### src/rtl/irqPkg.sv
package irqPkg;
  // Strobes issued by the control toward the datapath each cycle
  typedef struct packed {
    logic reqClr;
    logic pendSet;
    logic pendClr;
    logic tmrLoad;
    logic tmrDec;
    logic tmrClr;
  } irqStrobe_t;
endpackage

### src/rtl/syncChain.sv
module syncChain #(
  parameter int WIDTH  = 7,
  parameter int STAGES = 2
) (
  input  logic             clk,
  input  logic             rstN,
  input  logic [WIDTH-1:0] dIn,
  output logic [WIDTH-1:0] dOut
);
  logic [STAGES-1:0][WIDTH-1:0] stg;

  genvar s;
  generate
    for (s = 0; s < STAGES; s++) begin : g_stage
      if (s == 0) begin : g_first
        always_ff @(posedge clk or negedge rstN) begin
          if (!rstN) stg[0] <= '0;
          else       stg[0] <= dIn;
        end
      end else begin : g_next
        always_ff @(posedge clk or negedge rstN) begin
          if (!rstN) stg[s] <= '0;
          else       stg[s] <= stg[s-1];
        end
      end
    end
  endgenerate

  assign dOut = stg[STAGES-1];
endmodule

### src/rtl/irqDatapath.sv
module irqDatapath
  import irqPkg::*;
#(
  parameter int NUM_SRC     = 7,
  parameter int SYNC_STAGES = 2,
  parameter int CARD_IDX    = 6,
  parameter int PULSE_TICKS = 10
) (
  input  logic               clk,
  input  logic               rstN,
  input  logic [NUM_SRC-1:0] srcRaw,
  input  logic               enWrEn,
  input  logic [NUM_SRC-1:0] enWrData,
  input  logic               cardMode,
  input  irqStrobe_t         strb,
  output logic [NUM_SRC-1:0] reqBits,
  output logic [NUM_SRC-1:0] statusBits,
  output logic               hitAny,
  output logic               pendQ,
  output logic               tmrBusy
);
  localparam int TMR_W = $clog2(PULSE_TICKS + 1);
  localparam logic [TMR_W-1:0] TMR_LOAD = TMR_W'(PULSE_TICKS);

  logic [NUM_SRC-1:0] syncLvl;
  logic [NUM_SRC-1:0] prevLvl;
  logic [NUM_SRC-1:0] evtVec;
  logic [NUM_SRC-1:0] enableQ;
  logic [NUM_SRC-1:0] reqQ;
  logic [TMR_W-1:0]   tmrQ;
  logic               pendR;

  syncChain #(.WIDTH(NUM_SRC), .STAGES(SYNC_STAGES)) sync_i (
    .clk  (clk),
    .rstN (rstN),
    .dIn  (srcRaw),
    .dOut (syncLvl)
  );

  always_ff @(posedge clk or negedge rstN) begin
    if (!rstN) prevLvl <= '0;
    else       prevLvl <= syncLvl;
  end

  // Both edges count; the card source is gated by the reader mode
  genvar i;
  generate
    for (i = 0; i < NUM_SRC; i++) begin : g_evt
      if (i == CARD_IDX) begin : g_card
        assign evtVec[i] = (syncLvl[i] ^ prevLvl[i]) & cardMode;
      end else begin : g_plain
        assign evtVec[i] = syncLvl[i] ^ prevLvl[i];
      end
    end
  endgenerate

  always_ff @(posedge clk or negedge rstN) begin
    if (!rstN)       enableQ <= '0;
    else if (enWrEn) enableQ <= enWrData;
  end

  // A change in the read cycle survives the clear
  always_ff @(posedge clk or negedge rstN) begin
    if (!rstN) reqQ <= '0;
    else       reqQ <= (strb.reqClr ? '0 : reqQ) | evtVec;
  end

  always_ff @(posedge clk or negedge rstN) begin
    if (!rstN)             pendR <= 1'b0;
    else if (strb.pendClr) pendR <= 1'b0;
    else if (strb.pendSet) pendR <= 1'b1;
  end

  always_ff @(posedge clk or negedge rstN) begin
    if (!rstN)                            tmrQ <= '0;
    else if (strb.tmrClr)                 tmrQ <= '0;
    else if (strb.tmrLoad)                tmrQ <= TMR_LOAD;
    else if (strb.tmrDec && tmrQ != '0)   tmrQ <= tmrQ - 1'b1;
  end

  assign hitAny     = |(evtVec & enableQ);
  assign reqBits    = reqQ;
  assign statusBits = syncLvl;
  assign pendQ      = pendR;
  assign tmrBusy    = (tmrQ != '0);
endmodule

### src/rtl/irqControl.sv
module irqControl
  import irqPkg::*;
(
  input  logic       clk,
  input  logic       rstN,
  input  logic       cfgWrEn,
  input  logic       cfgLatch,
  input  logic       cfgActHigh,
  input  logic       statusRd,
  input  logic       reqRd,
  input  logic       msTick,
  input  logic       awake,
  input  logic       hitAny,
  input  logic       pendQ,
  input  logic       tmrBusy,
  output irqStrobe_t strb,
  output logic       latchModeQ,
  output logic       actHighQ,
  output logic       intOut,
  output logic       intOe
);
  logic intActive;

  always_ff @(posedge clk or negedge rstN) begin
    if (!rstN) begin
      latchModeQ <= 1'b1;
      actHighQ   <= 1'b0;
    end else if (cfgWrEn) begin
      latchModeQ <= cfgLatch;
      actHighQ   <= cfgActHigh;
    end
  end

  always_comb begin
    strb        = '0;
    strb.reqClr = reqRd;
    if (cfgWrEn) begin
      strb.pendClr = 1'b1;
      strb.tmrClr  = 1'b1;
    end else if (latchModeQ) begin
      strb.pendSet = hitAny;
      strb.pendClr = statusRd & ~hitAny;
    end else begin
      strb.tmrLoad = hitAny;
      strb.tmrDec  = msTick & tmrBusy & ~hitAny;
    end
  end

  assign intActive = latchModeQ ? pendQ : tmrBusy;
  assign intOut    = intActive ? actHighQ : ~actHighQ;
  assign intOe     = awake;
endmodule

### src/rtl/intReqUnit.sv
module intReqUnit
  import irqPkg::*;
#(
  parameter int NUM_SRC     = 7,
  parameter int SYNC_STAGES = 2,
  parameter int CARD_IDX    = 6,
  parameter int PULSE_TICKS = 10
) (
  input  logic               clk,
  input  logic               rstN,
  input  logic [NUM_SRC-1:0] srcRaw,
  input  logic               enWrEn,
  input  logic [NUM_SRC-1:0] enWrData,
  input  logic               cfgWrEn,
  input  logic               cfgLatch,
  input  logic               cfgActHigh,
  input  logic               statusRd,
  input  logic               reqRd,
  input  logic               cardMode,
  input  logic               awake,
  input  logic               msTick,
  output logic [NUM_SRC-1:0] reqBits,
  output logic [NUM_SRC-1:0] statusBits,
  output logic               intOut,
  output logic               intOe
);
  irqStrobe_t strb;
  logic hitAny;
  logic pendQ;
  logic tmrBusy;
  logic latchModeQ;
  logic actHighQ;

  irqDatapath #(
    .NUM_SRC(NUM_SRC), .SYNC_STAGES(SYNC_STAGES),
    .CARD_IDX(CARD_IDX), .PULSE_TICKS(PULSE_TICKS)
  ) dp_i (
    .clk(clk), .rstN(rstN), .srcRaw(srcRaw), .enWrEn(enWrEn),
    .enWrData(enWrData), .cardMode(cardMode), .strb(strb),
    .reqBits(reqBits), .statusBits(statusBits), .hitAny(hitAny),
    .pendQ(pendQ), .tmrBusy(tmrBusy)
  );

  irqControl ctl_i (
    .clk(clk), .rstN(rstN), .cfgWrEn(cfgWrEn), .cfgLatch(cfgLatch),
    .cfgActHigh(cfgActHigh), .statusRd(statusRd), .reqRd(reqRd),
    .msTick(msTick), .awake(awake), .hitAny(hitAny), .pendQ(pendQ),
    .tmrBusy(tmrBusy), .strb(strb), .latchModeQ(latchModeQ),
    .actHighQ(actHighQ), .intOut(intOut), .intOe(intOe)
  );
endmodule

### config.mk
export PLATFORM = sky130hd
export DESIGN_NAME = intReqUnit
export DESIGN_NICKNAME = d
export VERILOG_FILES = /design/src/rtl/irqPkg.sv /design/src/rtl/syncChain.sv /design/src/rtl/irqDatapath.sv /design/src/rtl/irqControl.sv /design/src/rtl/intReqUnit.sv
export SDC_FILE = /design/constraint.sdc
export NUM_CORES = 1
export LEC_CHECK = 0
export ABC_AREA = 1
export CAP_MARGIN = 20
export CORE_MARGIN = 3
export CORE_UTILIZATION = 60
export CTS_BUF_LIST = sky130_fd_sc_hd__clkbuf_4
export DETAILED_ROUTE_END_ITERATION = 12
export DONT_BUFFER_PORTS = 1
export PLACE_DENSITY = 0.76
export SLEW_MARGIN = 15
export SYNTH_ARGS = -nofsm -noshare
export SYNTH_HDL_FRONTEND = slang
export SYNTH_SLANG_ARGS = --single-unit
export TNS_END_PERCENT = 30
### constraint.sdc
create_clock -name clk -period 1.8 [get_ports clk]
set_clock_uncertainty 0.1 [all_clocks]
set_input_delay 0.09 -clock clk [delete_from_list [all_inputs] [get_ports clk]]
set_output_delay 0.09 -clock clk [all_outputs]
set_load 0.05 [all_outputs]
==> out/metrics.yaml <==
logic_synthesis:
  ys_ff_latch: 42
  syn_inst: 170
  seq_area_frac_synth_pct: 59.82
  synth.distinct_cells: 23
  syn_area_per_cell_um2: 10.35
  ys.warnings.count: 0
  synthesis.area_um2: 1759
  synth_nets: 197
floorplan:
  core_um2: 2781
  die-area_um2: 3617
  floorplan.initialDensity_pct: 63.25
  pin_count: 41
  die_h_um: 60.15
  rows: 19
  die_w_um: 60.15
worst_setup_path:
  required_ns: 1.61
  slowest_stage: "dfrtp_1"
  path_delay_family: "flip-flops"
  crit_path_start: "dp_i.tmrQ[2]"
  worstSetupEndpoint: "intOut"
  cp_max_fo: 3
  crit_cells: 6
  regToRegStartpoint: "dp_i.tmrQ[1]"
  cp_cell_sequence: "nor2_2 > nand2_4 > nand2_4 > nand2_2 > xor2_2 > buf_6"
  crit_arrival_ns: 1.58
  cpPeakStageDelay_ns: 0.45
  r2r_end: "dp_i.tmrQ[3]"
  reg2reg_slack_ns: 0.15
  critical_path_class: "reg2out"
  startpoint_type: "register"
  crit_top_cell: "nand2_4"
  end_kind: "output pin"
  reg2reg_depth: 10
  path_buf_inv: 1
sta:
  min_period_over_period_pct: 98.49
  worst_slack_ns: 0.02724
  setup_viol: 0
  tightest_slew_ns: 0.4905
  finalSetupTns_ns: 0
  hold_slack_ns: 0.08012
  hold_violations: 0
  relSlewSlack_pct: 67.30
  slew_violations: 0
  clock.fmax_mhz: 564.1
  finalCriticalPeriod_ns: 1.773
grt:
  grt_pass1_wl_mm: 5.802
  antenna_found_initial: 0
  grt_usage_pct: 22.60
  first_global_vias: 1295
  overflow: 0
  grt_max_degree: 43
place:
  pre_cts_ws_ns: 0.3100
  port_buffers: 0
  routabilityCongestion: 0.6531
  dp_hpwl_mm: 2.262
  dp.cells: 202
  post_dp_cell_area_um2: 1808
clock_network:
  clk_pin_slew_ns: 0.13
  cts_buffers: 5
  clk_latency_ns: 0.36
  cts_tree: "done"
  cts_buffer_depth: 2
  clockRootBuffer: "clkbuf_4"
  htree_levels: 2
  clock_sinks: 42
min_path:
  min_path_type: "in2out"
drt:
  wl_mm: 3.892
  num_vias: 1261
  drt_first_pass_iters: 4
  ant_nets: 0
  wl_per_cell_um: 16.02
  vias_per_cell: 5.189
  drt-initial-drc-count: 45
  drc_errors: 0
cells_and_area:
  final_cell_mix: "dfrtp_1 (41), nand2_1 (32), inv_1 (26), dlygate4sd3_1 (23), buf_4 (18)"
  antennaDiodeCount: 0
  nets: 238
  finalNonFillerCells: 243
  nFillCells: 170
  utilization_pct: 81.83
  multi_input_area_um2: 573.1
  final_common_cell: "dfrtp_1"
  syn_to_final_growth_pct: 29.37
  drive_above_1_share_pct: 29.25
  seqCellArea_um2: 1052
  design_area_um2: 2276
power_and_ir_drop:
  finalPower_mw: 2.288
  power-per-cell-area_nw_per_um2: 1005
  leakagePower_nw: 1.158
  worst_ir_drop_vdd_uv: 945.8
status:
  outcome: "completed"
job:
  cap_violations: 0
[synth_stat cells, drive strengths merged]
| cell type | count | area (um2) |
|---|---|---|
| mux2 | 6 | 67.56 |
| ha | 2 | 25.02 |
| o21ai | 10 | 50.04 |
| buf | 9 | 65.06 |
| xor2 | 3 | 26.28 |
| a21oi | 3 | 22.52 |
| nand2 | 41 | 173.9 |
| nor2 | 11 | 66.32 |
| nand4 | 4 | 25.02 |
| dfrtp | 41 | 1026 |
| or2 | 1 | 6.260 |
| nand3 | 9 | 70.07 |
| inv | 29 | 108.9 |
| dfstp | 1 | 26.28 |
[registers in the layout, summed over array words and instances, names as in the netlist]
| name | count |
|---|---|
| dp_i.enableQ | 7 |
| dp_i.sync_i.dOut | 7 |
| dp_i.reqBits | 7 |
| dp_i.pendQ | 1 |
| dp_i.tmrQ | 4 |
| ctl_i.latchModeQ | 1 |
| dp_i.sync_i.stg | 7 |
| ctl_i.actHighQ | 1 |
| dp_i.prevLvl | 7 |
[layer usage]
| metal | GRT usage [%] | up-vias | share of wire, % | routed length, um |
|---|---|---|---|---|
| met2 | 41.67 | 41 | 56 | 2184 |
| met4 | 6.646 | 0 | 1.5 | 57 |
| met1 | 24.26 | 615 | 36 | 1401 |
| li1 | - | 598 | - | - |
| met5 | 0 | - | 0 | 0 |
| met3 | 7.343 | 7 | 6.4 | 249 |
[final cells by class]
class / count / share of cell area (%)
clock buffers: 5 / 1.649
inverters: 29 / 4.783
clock inverters: 3 / 3.024
multi-input cells: 90 / 25.18
flip-flops and latches: 42 / 46.23
well taps: 31 / 1.704
repair buffers: 43 / 17.43
[where the power goes]
part,switching [mW],internal [mW]
Sequential,0.0839,1.01
Clock,0.313,0.434
Combinational,0.262,0.182
Total,0.659,1.63
[cell families (layout without fill, tap and decap cells)]
logic type,Yosys count,count (layout),synth area share [%]
fa+ha+maj,2,2,1.422
compound gates,13,13,4.125
mux,6,6,3.840
simple gates,66,66,19.42
xor+xnor,3,3,1.494
flops,42,42,59.82
buf+inv,38,80,9.886
[what timing repair did]
action | CTS | global route
buffers inserted | 4 | 5
hold buffers | 24 | 0
endpoints found under the hold margin | 70 | 0
resized for setup | 4 | 8
endpoints found under the setup margin | 1 | 1
cloned | 0 | 0
pin swaps | 2 | 3
[worst min-delay path by stage]
stage / startpoint / endpoint / slack (ns) / depth (start not counted)
after global placement: rstN / dp_i.reqBits[4] / -0.30 / 0
final: awake / intOe / 0.08 / 0
after global routing: awake / intOe / 0.08 / 0
after CTS: awake / intOe / 0.08 / 0
after detailed placement: rstN / dp_i.reqBits[0] / -0.30 / 0
after floorplan: rstN / ctl_i.actHighQ / -0.31 / 0
Note: power is estimated with default switching activity, not from simulation.
